### src/rtl/iomux_pkg.sv
package iomux_pkg;

  // Number of mux legs per cell for a given select width.
  function automatic int unsigned leg_count(input int unsigned sel_w);
    return 32'd1 << sel_w;
  endfunction

  // True when a decoded index addresses an existing cell.
  function automatic logic index_valid(input int unsigned idx, input int unsigned cells);
    return idx < cells;
  endfunction

endpackage

### src/rtl/iomux_regbank.sv
module iomux_regbank import iomux_pkg::*; #(
  parameter int unsigned NUM_CELLS = 4,
  parameter int unsigned SEL_W     = 2,
  parameter int unsigned DATA_W    = 32,
  parameter int unsigned IDX_W     = 4
) (
  input  logic                       clk,
  input  logic                       rst,
  input  logic                       wr_en,
  input  logic                       rd_en,
  input  logic [IDX_W-1:0]           idx,
  input  logic [SEL_W-1:0]           wsel,
  output logic                       wr_err,
  output logic [DATA_W-1:0]          rdata,
  output logic                       rd_err,
  output logic [NUM_CELLS*SEL_W-1:0] sel_flat
);

  logic             idx_ok;
  logic [SEL_W-1:0] rd_val;

  assign idx_ok = index_valid(32'(idx), NUM_CELLS);

  // One select register per cell.
  for (genvar c = 0; c < NUM_CELLS; c++) begin : g_sel
    always_ff @(posedge clk) begin
      if (rst) begin
        sel_flat[c*SEL_W +: SEL_W] <= '0;
      end else if (wr_en && idx_ok && (32'(idx) == c)) begin
        sel_flat[c*SEL_W +: SEL_W] <= wsel;
      end
    end
  end

  // Read selection, kept in range by the loop bound.
  always_comb begin
    rd_val = '0;
    for (int c = 0; c < NUM_CELLS; c++) begin
      if (32'(idx) == c) rd_val = sel_flat[c*SEL_W +: SEL_W];
    end
  end

  // Registered responses.
  always_ff @(posedge clk) begin
    if (rst) begin
      rdata  <= '0;
      rd_err <= 1'b0;
      wr_err <= 1'b0;
    end else begin
      rdata  <= (rd_en && idx_ok) ? DATA_W'(rd_val) : '0;
      rd_err <= rd_en && !idx_ok;
      wr_err <= wr_en && !idx_ok;
    end
  end

endmodule

### src/rtl/iomux_cell.sv
module iomux_cell #(
  parameter int unsigned SEL_W     = 2,
  parameter int unsigned NUM_WIRED = 3,
  localparam int unsigned LEGS     = 1 << SEL_W
) (
  input  logic [SEL_W-1:0] sel,
  input  logic [LEGS-1:0]  fn_out,
  input  logic [LEGS-1:0]  fn_oe,
  input  logic             pad_in,
  output logic             pad_out,
  output logic             pad_oe,
  output logic [LEGS-1:0]  fn_in
);

  localparam int unsigned WIRED = (NUM_WIRED < LEGS) ? NUM_WIRED : LEGS;

  // Unwired legs contribute constant zero in both directions.
  always_comb begin
    pad_out = 1'b0;
    pad_oe  = 1'b0;
    fn_in   = '0;
    for (int l = 0; l < WIRED; l++) begin
      if (32'(sel) == l) begin
        pad_out  = fn_out[l];
        pad_oe   = fn_oe[l];
        fn_in[l] = pad_in;
      end
    end
  end

endmodule

### src/rtl/iomux_top.sv
module iomux_top import iomux_pkg::*; #(
  parameter int unsigned NUM_CELLS = 4,
  parameter int unsigned SEL_W     = 2,
  parameter int unsigned NUM_WIRED = 3,
  parameter int unsigned ADDR_W    = 8,
  parameter int unsigned DATA_W    = 32,
  parameter int unsigned IDX_LO    = 2,
  parameter int unsigned IDX_HI    = 5
) (
  input  logic                                clk,
  input  logic                                rst,
  input  logic                                wr_en,
  input  logic                                rd_en,
  input  logic [ADDR_W-1:0]                   addr,
  input  logic [DATA_W-1:0]                   wdata,
  output logic                                wr_err,
  output logic [DATA_W-1:0]                   rdata,
  output logic                                rd_err,
  input  logic [NUM_CELLS*(1<<SEL_W)-1:0]     fn_out,
  input  logic [NUM_CELLS*(1<<SEL_W)-1:0]     fn_oe,
  output logic [NUM_CELLS*(1<<SEL_W)-1:0]     fn_in,
  input  logic [NUM_CELLS-1:0]                pad_in,
  output logic [NUM_CELLS-1:0]                pad_out,
  output logic [NUM_CELLS-1:0]                pad_oe
);

  localparam int unsigned LEGS  = leg_count(SEL_W);
  localparam int unsigned IDX_W = IDX_HI - IDX_LO + 1;

  logic [IDX_W-1:0]           idx;
  logic [NUM_CELLS*SEL_W-1:0] sel_flat;
  logic                       unused_req_bits;

  assign idx             = addr[IDX_HI:IDX_LO];
  assign unused_req_bits = ^{addr, wdata};

  iomux_regbank #(
    .NUM_CELLS(NUM_CELLS),
    .SEL_W    (SEL_W),
    .DATA_W   (DATA_W),
    .IDX_W    (IDX_W)
  ) u_regs (
    .clk     (clk),
    .rst     (rst),
    .wr_en   (wr_en),
    .rd_en   (rd_en),
    .idx     (idx),
    .wsel    (wdata[SEL_W-1:0]),
    .wr_err  (wr_err),
    .rdata   (rdata),
    .rd_err  (rd_err),
    .sel_flat(sel_flat)
  );

  for (genvar c = 0; c < NUM_CELLS; c++) begin : g_cell
    iomux_cell #(
      .SEL_W    (SEL_W),
      .NUM_WIRED(NUM_WIRED)
    ) u_cell (
      .sel    (sel_flat[c*SEL_W +: SEL_W]),
      .fn_out (fn_out[c*LEGS +: LEGS]),
      .fn_oe  (fn_oe[c*LEGS +: LEGS]),
      .pad_in (pad_in[c]),
      .pad_out(pad_out[c]),
      .pad_oe (pad_oe[c]),
      .fn_in  (fn_in[c*LEGS +: LEGS])
    );
  end

endmodule

### config.mk
export PLATFORM = sky130hd
export DESIGN_NAME = iomux_top
export DESIGN_NICKNAME = d
export VERILOG_FILES = /design/src/rtl/iomux_pkg.sv /design/src/rtl/iomux_regbank.sv /design/src/rtl/iomux_cell.sv /design/src/rtl/iomux_top.sv
export SDC_FILE = /design/constraint.sdc
export NUM_CORES = 1
export LEC_CHECK = 0
export BUFFER_PORTS_ARGS = -buffer_cell sky130_fd_sc_hd__clkbuf_2
export CORE_MARGIN = 1
export CORE_UTILIZATION = 35
export DETAILED_ROUTE_END_ITERATION = 16
export GPL_TIMING_DRIVEN = 1
export PLACE_DENSITY = 0.86
export SKIP_LAST_GASP = 1
export SLEW_MARGIN = 10
export SYNTH_ARGS = -nofsm -noshare
export SYNTH_HDL_FRONTEND = slang
export SYNTH_SLANG_ARGS = --single-unit
### constraint.sdc
create_clock -name clk -period 1.81 [get_ports clk]
set_clock_uncertainty 0.1 [all_clocks]
set_input_delay 0.0905 -clock clk [delete_from_list [all_inputs] [get_ports clk]]
set_output_delay 0.0905 -clock clk [all_outputs]
set_load 0.01 [all_outputs]
## Yosys cells after proc, flatten, opt, wreduce, memory -nomap -nowiden

Cells that the tools add are included.

- Equal/unequal tests: 11
- Multiplexer cells: 40
- Order comparisons: 1
- Bitwise logic cells: 1
- Reductions and logical operators: 15

Operator list:

| kind | number |
|---|---|
| $mux W1 | 36 |
| $eq A2 B1 Y1 const B | 4 |
| $eq A2 B2 Y1 const B | 4 |
| $eq A4 B2 Y1 const B | 2 |
| $logic_and A1 B1 Y1 | 8 |
| $logic_not A2 Y1 | 4 |
| $mux W2 | 4 |
| $eq A4 B1 Y1 const B | 1 |
| $logic_not A4 Y1 | 1 |
| $lt A4 B3 Y1 const B | 1 |
| $reduce_or A2 Y1 | 1 |
| $logic_not A1 Y1 | 1 |
| $not A1 Y1 | 1 |

- Register bits after elaboration: 42
- Input port bits: 80
- Logic and storage cells: 76

## Longest topological paths before layout

Gate-level depths: netlist of the first run.

- Word-level depth: 5
- Mapped depth: 5
- Depth with buffers taken out: 3

## Modules after synthesis

A second synthesis of the first run with hierarchy kept.

- Cell total of the unflattened synthesis: 114
- Area, all modules: 1066.0 um^2

By module, submodules not included:

| module | sequential area each (um^2) | area each (um^2) | cells an instance | times used |
|---|---|---|---|---|
| iomux_regbank | 240.2 | 755.7 | 74 | 1 |
| iomux_cell | 0.0 | 77.6 | 10 | 4 |

## Worst setup path after synthesis of the first run

Ideal clock, no wire load.

- Path kind: reg2reg
- Start point: reg u_regs.sel_flat[3]
- End point: reg u_regs.rdata[1]
- Path slack: 0.612 ns
- Arrival time: 0.982 ns
- Required time: 1.594 ns
- Cell stages (with the launch flop): 4
- Setup time: 0.116 ns
- Path buffers: 1
- Cells stage by stage: dfxtp_1 -> buf_4 -> mux4_2 -> nor2b_4

- Word-level cells in the longest chain between the ends: 3

RTL lines:

| item | line | source |
|---|---|---|
| start: declaration | iomux_regbank.sv:16 | `output logic [NUM_CELLS*SEL_W-1:0] sel_flat` |
| start signal: indexed assignment | iomux_regbank.sv:30 | `sel_flat[c*SEL_W +: SEL_W] <= wsel;` |
| $mux W2 (3 in series) | iomux_regbank.sv:39 | `if (32'(idx) == c) rd_val = sel_flat[c*SEL_W +: SEL_W];` |
| end signal: assignment | iomux_regbank.sv:50 | `rdata <= (rd_en && idx_ok) ? DATA_W'(rd_val) : '0;` |
| end: declaration | iomux_regbank.sv:14 | `output logic [DATA_W-1:0] rdata,` |

No other way between the ends.
A chain may end at the register's enable or synchronous reset.

## Final worst setup path of the first run

- Start point: reg u_regs.sel_flat[0]
- End point: out pad_out[0]

- Word-level cells in the longest chain between the ends: 4
- Elaborated cells between the ends (all ways): 6
- Classes of those cells: eq/ne (2); mux (3); reduce/logical (1)

RTL lines:

| item | line | source |
|---|---|---|
| $logic_not A2 Y1 | iomux_cell.sv:23 | `if (32'(sel) == l) begin` |
| $mux W1 (2 in series) | iomux_cell.sv:23 |  |
| $mux W1 * | iomux_cell.sv:23 |  |
| end: declaration | iomux_top.sv:23 | `output logic [NUM_CELLS-1:0] pad_out,` |

Mark *: on every way between the ends. The rest lies on a longest branch, timed or not.

==> results of run 1 <==
Yosys cell counts, types with 2 or more instances:
| cell | count |
|---|---|
| nor3b_1 | 6 |
| dfxtp_1 | 12 |
| nand2_1 | 11 |
| mux2i_1 | 16 |
| and2_1 | 2 |
| nand2b_1 | 11 |
| buf_4 | 43 |
| and3b_1 | 4 |
| o21ai_1 | 4 |
| nor2_1 | 2 |
| nor2b_1 | 5 |
| mux4_2 | 2 |
| o21ai_0 | 4 |
registers in the layout, indices dropped and copies added, names as in the netlist:
register and flops:
u_regs.rdata 2, u_regs.rd_err 1, u_regs.sel_flat 8, u_regs.wr_err 1
placed cells by master (no fill, tap or decap):
cell type / synthesis / routed
nor2_2: 1 / 1
mux2i_1: 16 / 16
mux4_2: 2 / 2
conb_1: 1 / 34
and3b_1: 4 / 4
o21ai_0: 4 / 4
nand2b_1: 11 / 11
o21ai_1: 4 / 4
nor4b_2: 1 / 1
clkbuf_4: 0 / 3
nor2b_4: 1 / 1
dfxtp_1: 12 / 12
and2_1: 2 / 2
nand3b_1: 1 / 1
nand2_1: 11 / 11
clkbuf_2: 0 / 61
nand4b_1: 1 / 1
nor2b_1: 5 / 5
and4_2: 1 / 1
dlygate4sd3_1: 0 / 1
nor2_1: 2 / 2
nor3b_1: 6 / 6
layout make-up:
cell class                      count  area, um2  share of cell area [%]
Clock buffer                        3       22.5                    1.72
Sequential cell                    12        240                    18.4
Multi-Input combinational cell    107        676                    51.6
Tap cell                           44       55.1                    4.21
Timing Repair Buffer               62        315                    24.1
worst min-delay path by stage:
stage,end,cells past startpoint
after global routing,u_regs.wr_err,2
after CTS,u_regs.wr_err,2
after floorplan,u_regs.rd_err,1
final,u_regs.wr_err,2
after detailed placement,u_regs.rd_err,2
after global placement,u_regs.rd_err,2
metrics by stage:
stage / cell area (um2) / setup WS, ns / cells / total power [uW]
detailed placement: 1280 / 0.577 / 224 / 431
global route: 1310 / 0.230 / 228 / 625
CTS: 1310 / 0.336 / 228 / 597
finish: 1310 / 0.363 / 228 / 592
floorplan: 1250 / 0.612 / 164 / 431
global placement: 1280 / 0.579 / 224 / 427
logic make-up after synthesis:
logic type | after synthesis
AND/OR/NAND/NOR | 47
flip-flops | 12
other | 1
multiplexers | 18
buffers and inverters | 45
AO/OA/AOI/OAI | 8
what timing repair did:
item	4_1_cts	5_1_grt
endpoints found under the setup margin	0	0
hold endpoints to repair	1	0
hold buffers	1	0
buffers inserted	0	0
layer usage:
metal / vias up / wire (um) / global-route usage (%)
met5: - / 0 / 0
met1: 411 / 835 / 14.0
met4: 0 / 29 / 6.12
met3: 4 / 167 / 3.74
li1: 473 / - / -
met2: 41 / 1120 / 22.6
report_power, final:
group,internal [uW],switching [uW]
clock network,77.2,89.0
logic,67.3,85.0
registers,268,5.22
==> run_results.csv, run 1 <==
group,metric,value,unit
setup_path,slowest_stage,"dfxtp_1",
logic_synthesis,synth-adder-area-share,0,%
sta,min_period,1.45,ns
logic_synthesis,synthCells,131,
global_route,grt_antenna_before_repair,0,
setup_path,r2r_cells,2,
logic_synthesis,synth-simple-area-share,26.8,%
setup_path,cp_num_cells,4,
pwr,ir_worst_vdd,0.168,mV
layout,fin_util,42.9,%
logic_synthesis,synthDistinctLibCells,22,
setup_path,worstPathArrival,1.26,ns
cts,clk_latency,0.28,ns
cts,cts_max_level,1,
logic_synthesis,yosys-top-cells-area,"buf_4 (29%), dfxtp_1 (21%), mux2i_1 (14%)",
route,finalWirelength,2150,um
layout,num-fill-cells,335,
cts,tritoncts,"yes",
setup_path,crit_buf_inv,1,
setup_path,crit_type,"reg -> out",
setup_path,crit_fanout,7,
logic_synthesis,ys_ff_latch,12,
pwr,total_leakage_power,0.000684,uW
route,vias,929,
setup_path,startpoint,"u_regs.sel_flat[0]",
setup_path,required,1.62,ns
logic_synthesis,synth-edff-count,0,
logic_synthesis,yosys_warnings,0,
cts,cts_sinks,12,
min_path,hp-start,"wr_en",
run_status,status,"finished clean",
route,drc,0,
logic_synthesis,synth-main-ff-cell,"dfxtp_1",
logic_synthesis,async_reset_ff_share,0,%
min_path,hold_path.class,"in -> reg",
sta,setup_violations,0,
flow_run,timing.max_cap.violations,0,
place,gp_congestion,0.760,
setup_path,cp-endpoint,"pad_out[0]",
route,drt-pass1-iter-count,2,
layout,layout.nets,266,
floorplanning,fp-row-count,20,
setup_path,startpoint_type,"register",
logic_synthesis,synth_compound_area_share,3.54,%
route,via_per_inst,4.07,
sta,setup_tns,0,ns
global_route,grt_pass1_vias,768,
route,ant_nets,0,
setup_path,critical-path-top-delay-family,"flip-flops",
setup_path,r2r_slack,0.58,ns
floorplanning,io_pins,138,
logic_synthesis,synthXorXnorAreaFrac,0,%
cts,cts-root-buf,"clkbuf_4",
route,drt_iter0_drc,13,
logic_synthesis,avgSynthCellArea,8.62,um2
floorplanning,die_h,58.8,um
floorplanning,die_area,3460,um2
global_route,grt_pass1_wl,3310,um
cts,cts_resized,0,
floorplanning,core-area,3050,um2
setup_path,r2r_start,"u_regs.sel_flat[7]",
floorplanning,dieWidth,58.8,um
setup_path,path_cells,"nor2b_1 > nand2_1 > o21ai_1 > clkbuf_2",
sta,rsz0062_at_grt,"no",
logic_synthesis,yosysTopAreaCellShare,28.6,%
setup_path,regToRegEndpoint,"u_regs.rdata[1]",
setup_path,cp_slowest_stage_delay,0.43,ns
sta,hold_viol,0,
cts,path_clk_slew,0.07,ns
sta,max_freq,691,MHz
layout,drive_gt1_share,38.0,%
place,dp_hpwl,1820,um
cts,cts_buffers,3,
logic_synthesis,syn_area,1130,um2
pwr,power_density,452,nW/um2
layout,diodes,0,
global_route,grt_overflow,0,
logic_synthesis,synth_top_family_by_area,"buffers and inverters",
logic_synthesis,yosysSeqAreaShare,21.3,%
logic_synthesis,synth_top_area_cell,"buf_4",
sta,period_share,80.0,%
global_route,track_usage,12.8,%
sta,hold_slack,0.00930,ns
route,avgRoutedWirePerCell,9.45,um
setup_path,end_kind,"output pin",
layout,area_growth,15.8,%
logic_synthesis,muxShareOfSynthArea,18.2,%
cts,cts_buffer_depth,2,
global_route,grt_max_degree,14,
floorplanning,start_util,37.0,%
sta,maxSlewViolCount,0,
place,port_buffers,61,
Power figures use the tool's default switching activity.
==> run 2, diff against run 1 <==
--- a/config.mk
+++ b/config.mk
@@ -7,10 +7,10 @@
 export LEC_CHECK = 0
 export BUFFER_PORTS_ARGS = -buffer_cell sky130_fd_sc_hd__clkbuf_2
 export CORE_MARGIN = 1
-export CORE_UTILIZATION = 35
+export CORE_UTILIZATION = 33
 export DETAILED_ROUTE_END_ITERATION = 16
 export GPL_TIMING_DRIVEN = 1
-export PLACE_DENSITY = 0.86
+export PLACE_DENSITY = 0.81
 export SKIP_LAST_GASP = 1
 export SLEW_MARGIN = 10
 export SYNTH_ARGS = -nofsm -noshare
==> constraint.sdc (replaced) <==
create_clock -name clk -period 1.5 [get_ports clk]
set_clock_uncertainty 0.1 [all_clocks]
set_input_delay 0.075 -clock clk [delete_from_list [all_inputs] [get_ports clk]]
set_output_delay 0.075 -clock clk [all_outputs]
set_load 0.01 [all_outputs]
==> run_results.csv, run 2 (synthesis gave the netlist of run 1 again) <==
group,metric,value,unit
floorplanning,start_util,35.8,%
pwr,power_density,577,nW/um2
setup_path,worstPathArrival,1.23,ns
floorplanning,fp-row-count,20,
cts,cts-root-buf,"clkbuf_4",
pwr,swShare,28.5,%
setup_path,cp_slowest_stage_delay,0.52,ns
route,via_per_inst,4.13,
pwr,p_clk_share,33.2,%
setup_path,slowest_stage,"dfxtp_1",
setup_path,startpoint,"u_regs.sel_flat[5]",
cts,cts_buffer_depth,2,
floorplanning,core-area,3150,um2
cts,cts_sinks,12,
setup_path,crit_buf_inv,1,
place,place_area,1280,um2
place,dp_hpwl,1880,um
layout,top_register,"u_regs.sel_flat",
sta,hold_viol,0,
route,drt-pass1-iter-count,4,
route,ant_nets,0,
layout,layout.nets,268,
route,drt_iter0_drc,9,
run_status,status,"finished clean",
route,drc,0,
layout,multi_input_area,676,um2
place,gp_congestion,0.768,
setup_path,r2r_start,"u_regs.sel_flat[5]",
route,avgRoutedWirePerCell,9.85,um
flow_run,timing.max_cap.violations,0,
floorplanning,die_area,3660,um2
cts,cts_max_level,1,
setup_path,end_kind,"output pin",
layout,fin_util,42.7,%
sta,setup_violations,0,
cts,path_clk_slew,0.08,ns
pwr,total_leakage_power,0.000703,uW
min_path,hold_path.class,"in -> reg",
route,vias,955,
setup_path,crit_type,"reg -> out",
setup_path,crit_fanout,7,
sta,period_share,93.5,%
global_route,grt_antenna_before_repair,0,
sta,hold_slack,0.0325,ns
global_route,grt_pass1_vias,729,
setup_path,startpoint_type,"register",
min_path,hp-start,"rst",
global_route,grt_max_degree,14,
sta,min_period,1.40,ns
cts,clk_latency,0.28,ns
global_route,grt_overflow,0,
layout,final_cell_mix,"clkbuf_2 (61), conb_1 (34), mux2i_1 (16), nand2_1 (11), nand2b_1 (11)",
route,finalWirelength,2280,um
layout,layout_commonest_cell,"clkbuf_2",
setup_path,critical-path-top-delay-family,"flip-flops",
sta,max_freq,713,MHz
layout,register_area,246,um2
layout,drive_gt1_share,41.2,%
cts,tritoncts,"yes",
pwr,ir_worst_vdd,0.507,mV
pwr,power.internal,555,uW
layout,diodes,0,
global_route,track_usage,12.1,%
layout,finish.instance_area,1350,um2
layout,largest_reg_flops,8,
pwr,p_sw,221,uW
setup_path,path_cells,"mux2i_1 > o21ai_1 > clkbuf_2",
floorplanning,io_pins,138,
layout,num-fill-cells,331,
layout,area_growth,19.2,%
sta,rsz0062_at_grt,"yes",
setup_path,required,1.32,ns
pwr,seqPwrFrac,42.6,%
place,port_buffers,61,
sta,maxSlewViolCount,0,
layout,top_regs,"u_regs.sel_flat (8), u_regs.rdata (2)",
floorplanning,dieWidth,60.5,um
floorplanning,die_h,60.5,um
global_route,grt_pass1_wl,3240,um
pwr,comb_power_share,24.1,%
pwr,total_power,776,uW
cts,cts_buffers,3,
## run 2: power by group through the flow
stage / Sequential (uW) / Combinational [uW] / Clock (uW)
2_1_floorplan: 337 / 184 / 0
3_3_place_gp: 338 / 179 / 0
3_5_place_dp: 338 / 183 / 0
4_1_cts: 331 / 188 / 263
5_1_grt: 332 / 210 / 285
6_report: 331 / 187 / 258
## run 2: layout make-up
type / count / share of cell area [%]
Timing Repair Buffer: 64 / 24.7
Tap cell: 44 / 4.09
Sequential cell: 12 / 18.3
Multi-Input combinational cell: 107 / 50.2
Clock buffer: 4 / 2.70
## run 2: worst paths after layout
check,end,slack [ns],cells past startpoint
worst min-delay path,u_regs.wr_err,0.03,2
worst max-delay path,pad_oe[2],0.1,3
worst min register to register,u_regs.sel_flat[2],0.42,2
worst max register to register,u_regs.rdata[1],0.24,2
## run 2: routing by layer
layer	vias up	GRT usage [%]	routed length, um
li1	480	-	-
met1	423	13.6	928
met2	50	22.1	1160
met3	2	4.26	182
met4	0	1.95	8
met5	-	0	0
## run 2: repair_timing
| action | CTS | global route |
|---|---|---|
| hold buffers | 2 | 0 |
| gates resized for setup | 0 | 5 |
| hold endpoints to repair | 2 | 0 |
| setup endpoints to repair | 0 | 9 |
| buffers inserted | 0 | 0 |
## run 2: through the flow
| step | TNS, ns | worst slack, ns | cells |
|---|---|---|---|
| global route | -0.00636 | -0.00636 | 231 |
| floorplan | 0 | 0.302 | 164 |
| CTS | 0 | 0.0398 | 231 |
| global placement | 0 | 0.268 | 225 |
| finish | 0 | 0.0977 | 231 |
| detailed placement | 0 | 0.249 | 225 |
==> run 3, diff against run 2 <==
--- a/config.mk
+++ b/config.mk
@@ -6,11 +6,13 @@
 export NUM_CORES = 1
 export LEC_CHECK = 0
 export BUFFER_PORTS_ARGS = -buffer_cell sky130_fd_sc_hd__clkbuf_2
+export CELL_PAD_IN_SITES_DETAIL_PLACEMENT = 1
+export CELL_PAD_IN_SITES_GLOBAL_PLACEMENT = 1
 export CORE_MARGIN = 1
-export CORE_UTILIZATION = 33
+export CORE_UTILIZATION = 20
 export DETAILED_ROUTE_END_ITERATION = 16
 export GPL_TIMING_DRIVEN = 1
-export PLACE_DENSITY = 0.81
+export PLACE_DENSITY_LB_ADDON = 0.1
 export SKIP_LAST_GASP = 1
 export SLEW_MARGIN = 10
 export SYNTH_ARGS = -nofsm -noshare
==> run_results.csv, run 3 (synthesis gave the netlist of run 1 again) <==
group,metric,value,unit
floorplanning,die_h,77.2,um
cts,path_clk_slew,0.05,ns
pwr,power_density,591,nW/um2
route,drt_iter0_drc,22,
layout,stdcell_count,256,
layout,diodes,0,
setup_path,end_kind,"output pin",
run_status,status,"finished clean",
route,drc,0,
layout,area_growth,21.0,%
setup_path,regToRegEndpoint,"u_regs.rdata[1]",
global_route,grt_max_degree,14,
route,via_per_inst,3.76,
global_route,grt_overflow,0,
layout,drive_gt1_share,39.7,%
sta,min_period,1.39,ns
route,avgRoutedWirePerCell,10.9,um
global_route,grt_antenna_before_repair,0,
setup_path,cp_slowest_stage_delay,0.50,ns
sta,hold_viol,0,
layout,final_cell_mix,"clkbuf_2 (61), conb_1 (34), mux2i_1 (16), nand2_1 (11), nand2b_1 (11)",
layout,top_regs,"u_regs.sel_flat (8), u_regs.rdata (2)",
floorplanning,start_util,20.6,%
sta,maxSlewViolCount,0,
cts,cts_max_level,1,
place,port_buffers,61,
setup_path,path_cells,"mux2i_1 > o21ai_1 > clkbuf_2",
floorplanning,die_area,5950,um2
cts,cts_buffer_depth,2,
setup_path,r2r_start,"u_regs.sel_flat[5]",
layout,largest_reg_flops,8,
min_path,hold_path.class,"in -> reg",
setup_path,crit_type,"reg -> out",
place,gp_congestion,0.692,
global_route,grt_pass1_vias,977,
setup_path,worstPathArrival,1.21,ns
setup_path,r2r_slack,0.27,ns
setup_path,r2r_cells,2,
cts,cts_buffers,3,
pwr,ir_worst_vdd,0.263,mV
route,ant_nets,0,
flow_run,timing.max_cap.violations,0,
route,finalWirelength,2790,um
sta,max_freq,720,MHz
layout,layout_commonest_cell,"clkbuf_2",
cts,cts_sinks,12,
setup_path,startpoint_type,"register",
global_route,grt_pass1_wl,4490,um
floorplanning,dieWidth,77.2,um
setup_path,crit_fanout,7,
layout,num-fill-cells,698,
min_path,hold_end,"u_regs.wr_err",
route,vias,962,
pwr,total_leakage_power,0.000693,uW
sta,setup_tns,0,ns
floorplanning,fp-row-count,27,
global_route,track_usage,9.35,%
layout,top_register,"u_regs.sel_flat",
floorplanning,core-area,5470,um2
place,dp_cells,252,
cts,postCtsSetupRepairBufs,0,
setup_path,startpoint,"u_regs.sel_flat[5]",
cts,tritoncts,"yes",
min_path,holdPathStages,2,
place,dp_hpwl,2380,um
sta,rsz0062_at_grt,"no",
floorplanning,io_pins,138,
sta,period_share,92.6,%
sta,setup_violations,0,
setup_path,slowest_stage,"dfxtp_1",
layout,layout.nets,266,
cts,clk_latency,0.23,ns
setup_path,required,1.32,ns
route,drt-pass1-iter-count,3,
min_path,hp-start,"wr_en",
cts,cts-root-buf,"clkbuf_8",
-- run 3: cell count changes in the layout (fill, tap and decap cells not counted) --
cell           previous run  this run
dlygate4sd3_1             2         1
dfxtp_1                   7        10
clkbuf_4                  3         0
clkbuf_8                  1         3
dfxtp_2                   5         2
nor2b_2                   0         1
nor2b_1                   5         4
buf_4                     1         0
-- run 3: routing by layer --
| layer | vias to the layer above | routed length [um] | share of wire (%) | global-route usage [%] |
|---|---|---|---|---|
| li1 | 470 | - | - | - |
| met1 | 432 | 1200 | 43 | 10.7 |
| met2 | 60 | 1330 | 48 | 17.0 |
| met3 | 0 | 257 | 9.2 | 3.21 |
| met4 | 0 | 0 | 0 | 1.13 |
| met5 | - | 0 | 0 | 0 |
-- run 3: final cells by class --
class	instances	area, um2	area share [%]
Sequential cell	12	243	17.7
Tap cell	72	90.1	6.59
Clock buffer	3	41.3	3.02
Multi-Input combinational cell	107	678	49.6
Timing Repair Buffer	62	315	23.1
-- run 3: worst max path at each step --
stage / cells past startpoint / end
after floorplan: 3 / u_regs.rdata[1]
final: 3 / pad_oe[2]
after detailed placement: 2 / u_regs.rdata[1]
after CTS: 4 / pad_oe[2]
after global routing: 3 / pad_oe[2]
after global placement: 2 / u_regs.rdata[1]
-- run 3: critical path, delay by kind of cell, from the launching register on --
family,cells,cell delay [ns]
compound gates,1,0.08
buf+inv,1,0.13
mux,1,0.27
flops,1,0.50
-- run 3: power breakdown --
part | total [uW] | internal (uW) | switching (uW) | leakage (uW)
registers | 332 | 325 | 6.85 | 0.0000982
logic | 192 | 81.5 | 110 | 0.000573
clock network | 285 | 176 | 109 | 0.0000216
total | 809 | 583 | 226 | 0.000693
-- run 3: repair_timing --
action / in CTS / in global routing
endpoints found under the hold margin: 1 / 0
hold buffers: 1 / 0
resized for setup: 0 / 3
setup endpoints to repair: 0 / 4
-- run 3: through the flow --
| stage | hold slack [ns] | instance area (um2) | utilization (%) | setup slack, ns | power [uW] |
|---|---|---|---|---|---|
| after floorplan | 0.142 | 1250 | - | 0.302 | 521 |
| after global placement | 0.248 | 1310 | 24.0 | 0.273 | 522 |
| after detailed placement | 0.247 | 1310 | 24.0 | 0.271 | 527 |
| after CTS | 0.0241 | 1360 | 24.9 | 0.0762 | 822 |
| after global routing | 0.0307 | 1370 | 25.0 | 0.0106 | 862 |
| final | 0.0321 | 1370 | 25.0 | 0.111 | 809 |
